`src/rtl/audio_mclk_divider.sv`:
```
module audio_mclk_divider #(
  parameter int BASE_LOG2 = 7
) (
  input  logic       mclk,
  input  logic       rst_n,
  input  logic       div2_en,
  input  logic [1:0] speed_sel,
  input  logic       hw_strap,
  output logic       sclk,
  output logic       lrck,
  output logic       frame_start
);
  localparam int CW = BASE_LOG2 + 3;

  logic [1:0]    spd_q, spd_req, spd_nx;
  logic          div2_q, half_q, tick, wrap;
  logic [CW-1:0] cnt_q, cnt_nx, last_cnt, pos_sh;

  assign spd_req  = hw_strap ? 2'b01 : speed_sel;
  assign tick     = !div2_q || half_q;
  assign last_cnt = {CW{1'b1}} >> (2'd3 - spd_q);
  assign wrap     = tick && (cnt_q == last_cnt);
  assign spd_nx   = wrap ? spd_req : spd_q;
  assign cnt_nx   = wrap ? '0 : (tick ? cnt_q + 1'b1 : cnt_q);
  assign pos_sh   = cnt_nx >> spd_nx;

  always_ff @(posedge mclk) begin
    if (!rst_n) begin
      cnt_q       <= '0;
      spd_q       <= spd_req;
      div2_q      <= div2_en;
      half_q      <= 1'b0;
      sclk        <= 1'b0;
      lrck        <= 1'b0;
      frame_start <= 1'b0;
    end else begin
      cnt_q       <= cnt_nx;
      spd_q       <= spd_nx;
      half_q      <= div2_q && !half_q;
      if (wrap) div2_q <= div2_en;
      sclk        <= pos_sh[0];
      lrck        <= pos_sh[BASE_LOG2-1];
      frame_start <= wrap;
    end
  end
endmodule

```
`config.mk`:
```
export PLATFORM = sky130hd
export DESIGN_NAME = audio_mclk_divider
export DESIGN_NICKNAME = d
export VERILOG_FILES = /design/src/rtl/audio_mclk_divider.sv
export SDC_FILE = /design/constraint.sdc
export NUM_CORES = 1
export LEC_CHECK = 0
export ABC_CLOCK_PERIOD_IN_PS = 3300
export BUFFER_PORTS_ARGS = -buffer_cell sky130_fd_sc_hd__clkbuf_2
export CORE_UTILIZATION = 50
export CTS_BUF_LIST = sky130_fd_sc_hd__clkbuf_4 sky130_fd_sc_hd__clkbuf_8
export DETAILED_ROUTE_END_ITERATION = 10
export MAX_ROUTING_LAYER = met4
export PLACE_DENSITY = 0.67
export SETUP_SLACK_MARGIN = 0.05
export SYNTH_ARGS = -nofsm -noshare
export SYNTH_HDL_FRONTEND = slang
export SYNTH_SLANG_ARGS = --single-unit
```
`constraint.sdc`:
```
create_clock -name mclk -period 3.3 [get_ports mclk]
set_input_delay 0.99 -clock mclk [delete_from_list [all_inputs] [get_ports mclk]]
set_output_delay 0.99 -clock mclk [all_outputs]
set_load 0.02 [all_outputs]
```
==> flow_summary.json, run 1 <==
{
  "synth_area_per_cell_um2": 10.6,
  "startpoint_type": "flop",
  "tightest_slew_ns": 0.735,
  "diodes": 0,
  "synth_edf_count": 3,
  "synthTopCellsByArea": "dfxtp_1 31%, edfxtp_1 9.9%, nor2_2 4.8%",
  "dp_worst_setup_slack_ns": 1.13,
  "maxCapViolCount": 0,
  "ir_worst_vdd_v": 0.000236,
  "cts_buffers": 3,
  "pwr-share-clk_pct": 30.4,
  "hold_viol": 0,
  "endpoint_kind": "flop",
  "clock_path_buffers": 2,
  "synthesis.area_um2": 910,
  "synth_cell_type_count": 41,
  "hold_class": "reg2reg",
  "synthFlopType": "dfxtp_1",
  "hpwlAfterDp_um": 1130,
  "p_sw_share_pct": 23.9,
  "synth_fa_ha_area_share_pct": 1.38,
  "routed_via_density": 5.29,
  "yosys.area.top_type_share_pct": 30.8,
  "period_needed_ns": 2.18,
  "setup_tns_ns": 0,
  "final_max_slew_viol_count": 0,
  "track_usage_pct": 16.9,
  "combPwrFrac_pct": 10.7,
  "fp.dieH_um": 44.7,
  "rsz0062_at_grt": "no",
  "max_freq_mhz": 458,
  "fp.coreArea_mm2": 0.00171,
  "routabilityCongestion": 0.767,
  "drive_gt1_share_pct": 31.9,
  "drt-initial-drc-count": 9,
  "switchingPower_mw": 0.0926,
  "synthSimpleGateAreaFrac_pct": 27.1,
  "holdBufCountCts": 0,
  "ys_seq_elements": 17,
  "drt-total-wl_um": 1460,
  "drc": 0,
  "grt-ovfl-total": 0,
  "internal_power_mw": 0.294,
  "cts.sinks": 17,
  "syn_inst": 86,
  "numPortBuffers": 8,
  "setup-violations-final": 0,
  "seqPwrFrac_pct": 58.9,
  "final_antenna_net_count": 0,
  "synth_nets": 93,
  "area_delta_synth_final_pct": 6.60,
  "top_level_ports": 9,
  "cts_max_level": 1,
  "cts_tree": "built",
  "grt_max_degree": 16,
  "die_width_um": 44.7,
  "ys_seq_area_share_pct": 40.7,
  "synth_xor_area_share_pct": 9.63,
  "status": "completed",
  "clkTransAtPathRegs_ns": 0.09,
  "synth.area.mux_share_pct": 3.58,
  "first_global_vias": 580,
  "critical_path_class": "reg2reg",
  "die_area_mm2": 0.00199,
  "clk_latency_ns": 0.29,
  "synthArstFlopShare_pct": 0,
  "fin_crit_sh_pct": 66.1,
  "avgRoutedWirePerCell_um": 12.2,
  "start_util_pct": 53.3,
  "antenna_found_initial": 0,
  "vias": 630,
  "synth-compound-area-share_pct": 12.2,
  "required_ns": 3.46,
  "synth_top_family_by_area": "simple AND/OR/NAND/NOR gates",
  "rows": 15,
  "layout_commonest_cell": "dfxtp_1",
  "grt_first_pass_wirelength_um": 2360,
  "p_per_area_mw_per_mm2": 399,
  "layout_common_cells": "14 x dfxtp_1, 8 x clkbuf_2, 7 x nor2_2",
  "cp.arrival_ns": 2.34,
  "cts-root-buf": "clkbuf_4",
  "p_leak_nw": 0.356,
  "fin_worst_skew_ns": 0.00616,
  "critPathMaxFanout": 15,
  "first_pass_iters": 3,
  "post_cts_resize_count": 0,
  "setup_ws_ns": 1.12,
  "max_slew_margin_pct": 51.0,
  "synth.largest_area_cell": "dfxtp_1",
  "nNetsFinal": 102,
  "yosysWarnings": 0,
  "cts_setup_buffers": 0,
  "fillCellCount": 151
}
-- metrics by stage --
stage          total power, mW  instances  util, %  hold slack (ns)  cell area [um^2]
2_1_floorplan            0.267         86        -            0.533               910
3_3_place_gp             0.274        115     55.0            0.558               940
3_5_place_dp             0.275        115     55.0            0.571               940
4_1_cts                  0.392        119     56.8            0.597               970
5_1_grt                  0.403        119     56.8            0.605               970
6_report                 0.387        119     56.8            0.596               970
-- power by group through the flow --
stage               logic (mW)  registers, mW  clock network (mW)
floorplan               0.0364          0.230                   0
global placement        0.0414          0.232                   0
detailed placement      0.0419          0.233                   0
CTS                     0.0419          0.228               0.122
global route            0.0452          0.229               0.128
finish                  0.0413          0.228               0.118
-- cell usage after synthesis (2+ instances only) --
master / n
dfxtp_1: 14
nor2_2: 7
nand2_1: 5
xnor2_1: 5
xor2_1: 5
nor2_1: 4
nor4_1: 4
buf_6: 3
edfxtp_1: 3
and2_1: 2
inv_1: 2
nand4_2: 2
nor3b_1: 2
-- routing by layer --
layer,global-route usage [%],share of wire (%),vias up,routed length (um)
met2,25.9,46,8,667
li1,-,-,326,-
met4,9.09,1.9,0,27
met5,-,0,-,0
met1,21.4,50,292,726
met3,2.45,2.5,4,37
-- final cells by class --
class / instances / area, um^2 / area share [%]
Clock buffer: 4 / 30.0 / 3.10
Inverter: 2 / 7.51 / 0.774
Multi-Input combinational cell: 63 / 490 / 50.6
Sequential cell: 17 / 370 / 38.2
Tap cell: 25 / 31.3 / 3.23
Timing Repair Buffer: 8 / 40.0 / 4.13
-- critical path, stage by stage (launching register included) --
cell	delay, ns
dfxtp_1	0.41
ha_1	0.24
nand2_2	0.09
or3_4	0.40
o31ai_4	0.66
and3b_1	0.24
-- worst paths after layout --
check / start / endpoint / slack, ns / cells after the start
max: cnt_q[0] / flop / 1.12 / 5
min: cnt_q[5] / cnt_q[5] / 0.60 / 2
max reg2reg: cnt_q[0] / flop / 1.12 / 5
min reg2reg: cnt_q[5] / cnt_q[5] / 0.60 / 2
-- cell families after synthesis --
| family | count (synthesis) |
|---|---|
| xor+xnor | 10 |
| mux | 2 |
| compound gates | 12 |
| simple gates | 38 |
| buf+inv | 6 |
| fa+ha+maj | 1 |
| flops | 17 |
Power figures use the tool's default switching activity.
==> inputs of run 2 (changes only) <==
--- a/config.mk
+++ b/config.mk
@@ -5,13 +5,13 @@
 export SDC_FILE = /design/constraint.sdc
 export NUM_CORES = 1
 export LEC_CHECK = 0
-export ABC_CLOCK_PERIOD_IN_PS = 3300
+export ABC_CLOCK_PERIOD_IN_PS = 2000
 export BUFFER_PORTS_ARGS = -buffer_cell sky130_fd_sc_hd__clkbuf_2
 export CORE_UTILIZATION = 50
 export CTS_BUF_LIST = sky130_fd_sc_hd__clkbuf_4 sky130_fd_sc_hd__clkbuf_8
 export DETAILED_ROUTE_END_ITERATION = 10
 export MAX_ROUTING_LAYER = met4
-export PLACE_DENSITY = 0.67
+export PLACE_DENSITY = 0.7
 export SETUP_SLACK_MARGIN = 0.05
 export SYNTH_ARGS = -nofsm -noshare
 export SYNTH_HDL_FRONTEND = slang
==> constraint.sdc (replaced) <==
create_clock -name mclk -period 2 [get_ports mclk]
set_input_delay 0.6 -clock mclk [delete_from_list [all_inputs] [get_ports mclk]]
set_output_delay 0.6 -clock mclk [all_outputs]
set_load 0.02 [all_outputs]
==> flow_summary.json, run 2 (synthesized netlist as in run 1, its figures left out) <==
{
  "hold_viol": 0,
  "avgRoutedWirePerCell_um": 12.5,
  "cp-startpoint": "cnt_q[1]",
  "max_slew_margin_pct": 74.8,
  "die_width_um": 44.7,
  "nNetsFinal": 106,
  "clkTransAtPathRegs_ns": 0.10,
  "numPortBuffers": 8,
  "p_per_area_mw_per_mm2": 628,
  "fp.dieH_um": 44.7,
  "placed_area_um2": 982,
  "hold_slack_ns": 0.486,
  "path_cells": "ha_1 > nand2_2 > or3_4 > o31ai_4 > buf_12 > and3b_1",
  "drive_gt1_share_pct": 34.7,
  "tightest_slew_ns": 0.377,
  "endpoint_kind": "flop",
  "antenna_found_initial": 0,
  "period_needed_ns": 1.86,
  "area_delta_synth_final_pct": 11.0,
  "final_max_slew_viol_count": 0,
  "p_leak_nw": 0.380,
  "startpoint_type": "flop",
  "vias": 655,
  "holdBufCountCts": 0,
  "r2r_cells": 6,
  "top_layer": "met4",
  "drt-met1-wl_um": 714,
  "clock_path_buffers": 2,
  "crit_path_top_delay_cell": "dfxtp_1",
  "grt_first_pass_wirelength_um": 2530,
  "grt_max_degree": 16,
  "cp_slowest_stage_delay_ns": 0.40,
  "dp_worst_setup_slack_ns": 0.146,
  "drt-initial-drc-count": 14,
  "crit_cells": 6,
  "worst-path-buf-inv": 1,
  "cts_max_level": 1,
  "critPathMaxFanout": 15,
  "ff2ff_setup_slack_ns": 0.14,
  "routabilityCongestion": 0.781,
  "cts_buffers": 3,
  "required_ns": 2.16,
  "r2r_start": "cnt_q[1]",
  "fp.coreArea_mm2": 0.00171,
  "top_level_ports": 9,
  "fin_crit_sh_pct": 93.2,
  "setup_tns_ns": 0,
  "wl_met2_um": 758,
  "start_util_pct": 53.3,
  "grt-ovfl-total": 0,
  "fin_worst_skew_ns": 0.000639,
  "rsz0062_at_grt": "no",
  "final_antenna_net_count": 0,
  "cp.arrival_ns": 2.03,
  "cts_tree": "built",
  "diodes": 0,
  "ir_worst_vdd_v": 0.000346,
  "utilization_pct": 59.1,
  "first_global_vias": 579,
  "drc": 0,
  "setup-violations-final": 0,
  "layout_commonest_cell": "dfxtp_1",
  "dr_wl_met3_um": 49,
  "die_area_mm2": 0.00199,
  "fillCellCount": 164,
  "max_freq_mhz": 537,
  "finalInstanceArea_mm2": 0.00101,
  "drt-total-wl_um": 1530,
  "track_usage_pct": 18.3,
  "routed_via_density": 5.33,
  "cts.sinks": 17,
  "hpwlAfterDp_um": 1190,
  "post_cts_resize_count": 0,
  "layout_common_cells": "14 x dfxtp_1, 8 x clkbuf_2, 7 x nor2_2",
  "clk_latency_ns": 0.28,
  "maxCapViolCount": 0,
  "cts_setup_buffers": 0,
  "rows": 15,
  "setup_ws_ns": 0.137,
  "critical_path.top_delay_family": "simple AND/OR/NAND/NOR gates",
  "first_pass_iters": 4,
  "critical_path_class": "reg2reg",
  "hold_class": "in2reg",
  "cts-root-buf": "clkbuf_4",
  "status": "completed"
}
==> run 2: cell count changes in the layout (fill, tap and decap cells not counted), sizes merged <==
cell / before / now
buf: 0 / 4
clkbuf: 12 / 11
clkinv: 0 / 1
==> run 2: where the power goes <==
part | switching [mW] | total, mW | internal, mW
sequential | 0.0106 | 0.372 | 0.361
combinational | 0.0419 | 0.0841 | 0.0422
clock | 0.104 | 0.178 | 0.0743
total | 0.157 | 0.634 | 0.477
==> run 2: worst min-delay path by stage <==
stage | start | end | slack [ns] | depth (start not counted)
2_1_floorplan | cnt_q[5] | cnt_q[5] | 0.53 | 2
4_1_cts | div2_en | div2_q | 0.48 | 1
5_1_grt | div2_en | div2_q | 0.48 | 1
3_3_place_gp | cnt_q[5] | cnt_q[5] | 0.56 | 2
6_report | div2_en | div2_q | 0.49 | 1
3_5_place_dp | cnt_q[5] | cnt_q[5] | 0.56 | 2
==> run 2: per-layer routing <==
layer | GRT usage, % | vias to the layer above
met4 | 9.09 | 0
met2 | 27.9 | 14
met5 | - | -
met1 | 23.5 | 306
met3 | 2.45 | 2
li1 | - | 333
==> run 2: cell type report <==
class | count | area, um^2 | share of cell area (%)
Inverter | 2 | 7.51 | 0.743
Clock buffer | 3 | 22.5 | 2.23
Clock inverter | 1 | 5.00 | 0.496
Timing Repair Buffer | 12 | 82.6 | 8.18
Multi-Input combinational cell | 63 | 490 | 48.6
Sequential cell | 17 | 370 | 36.7
Tap cell | 25 | 31.3 | 3.10
==> run 2: stage by stage <==
| stage | power [mW] | std cells |
|---|---|---|
| floorplan | 0.440 | 86 |
| global placement | 0.463 | 119 |
| detailed placement | 0.464 | 119 |
| CTS | 0.643 | 123 |
| global route | 0.665 | 123 |
| finish | 0.634 | 123 |
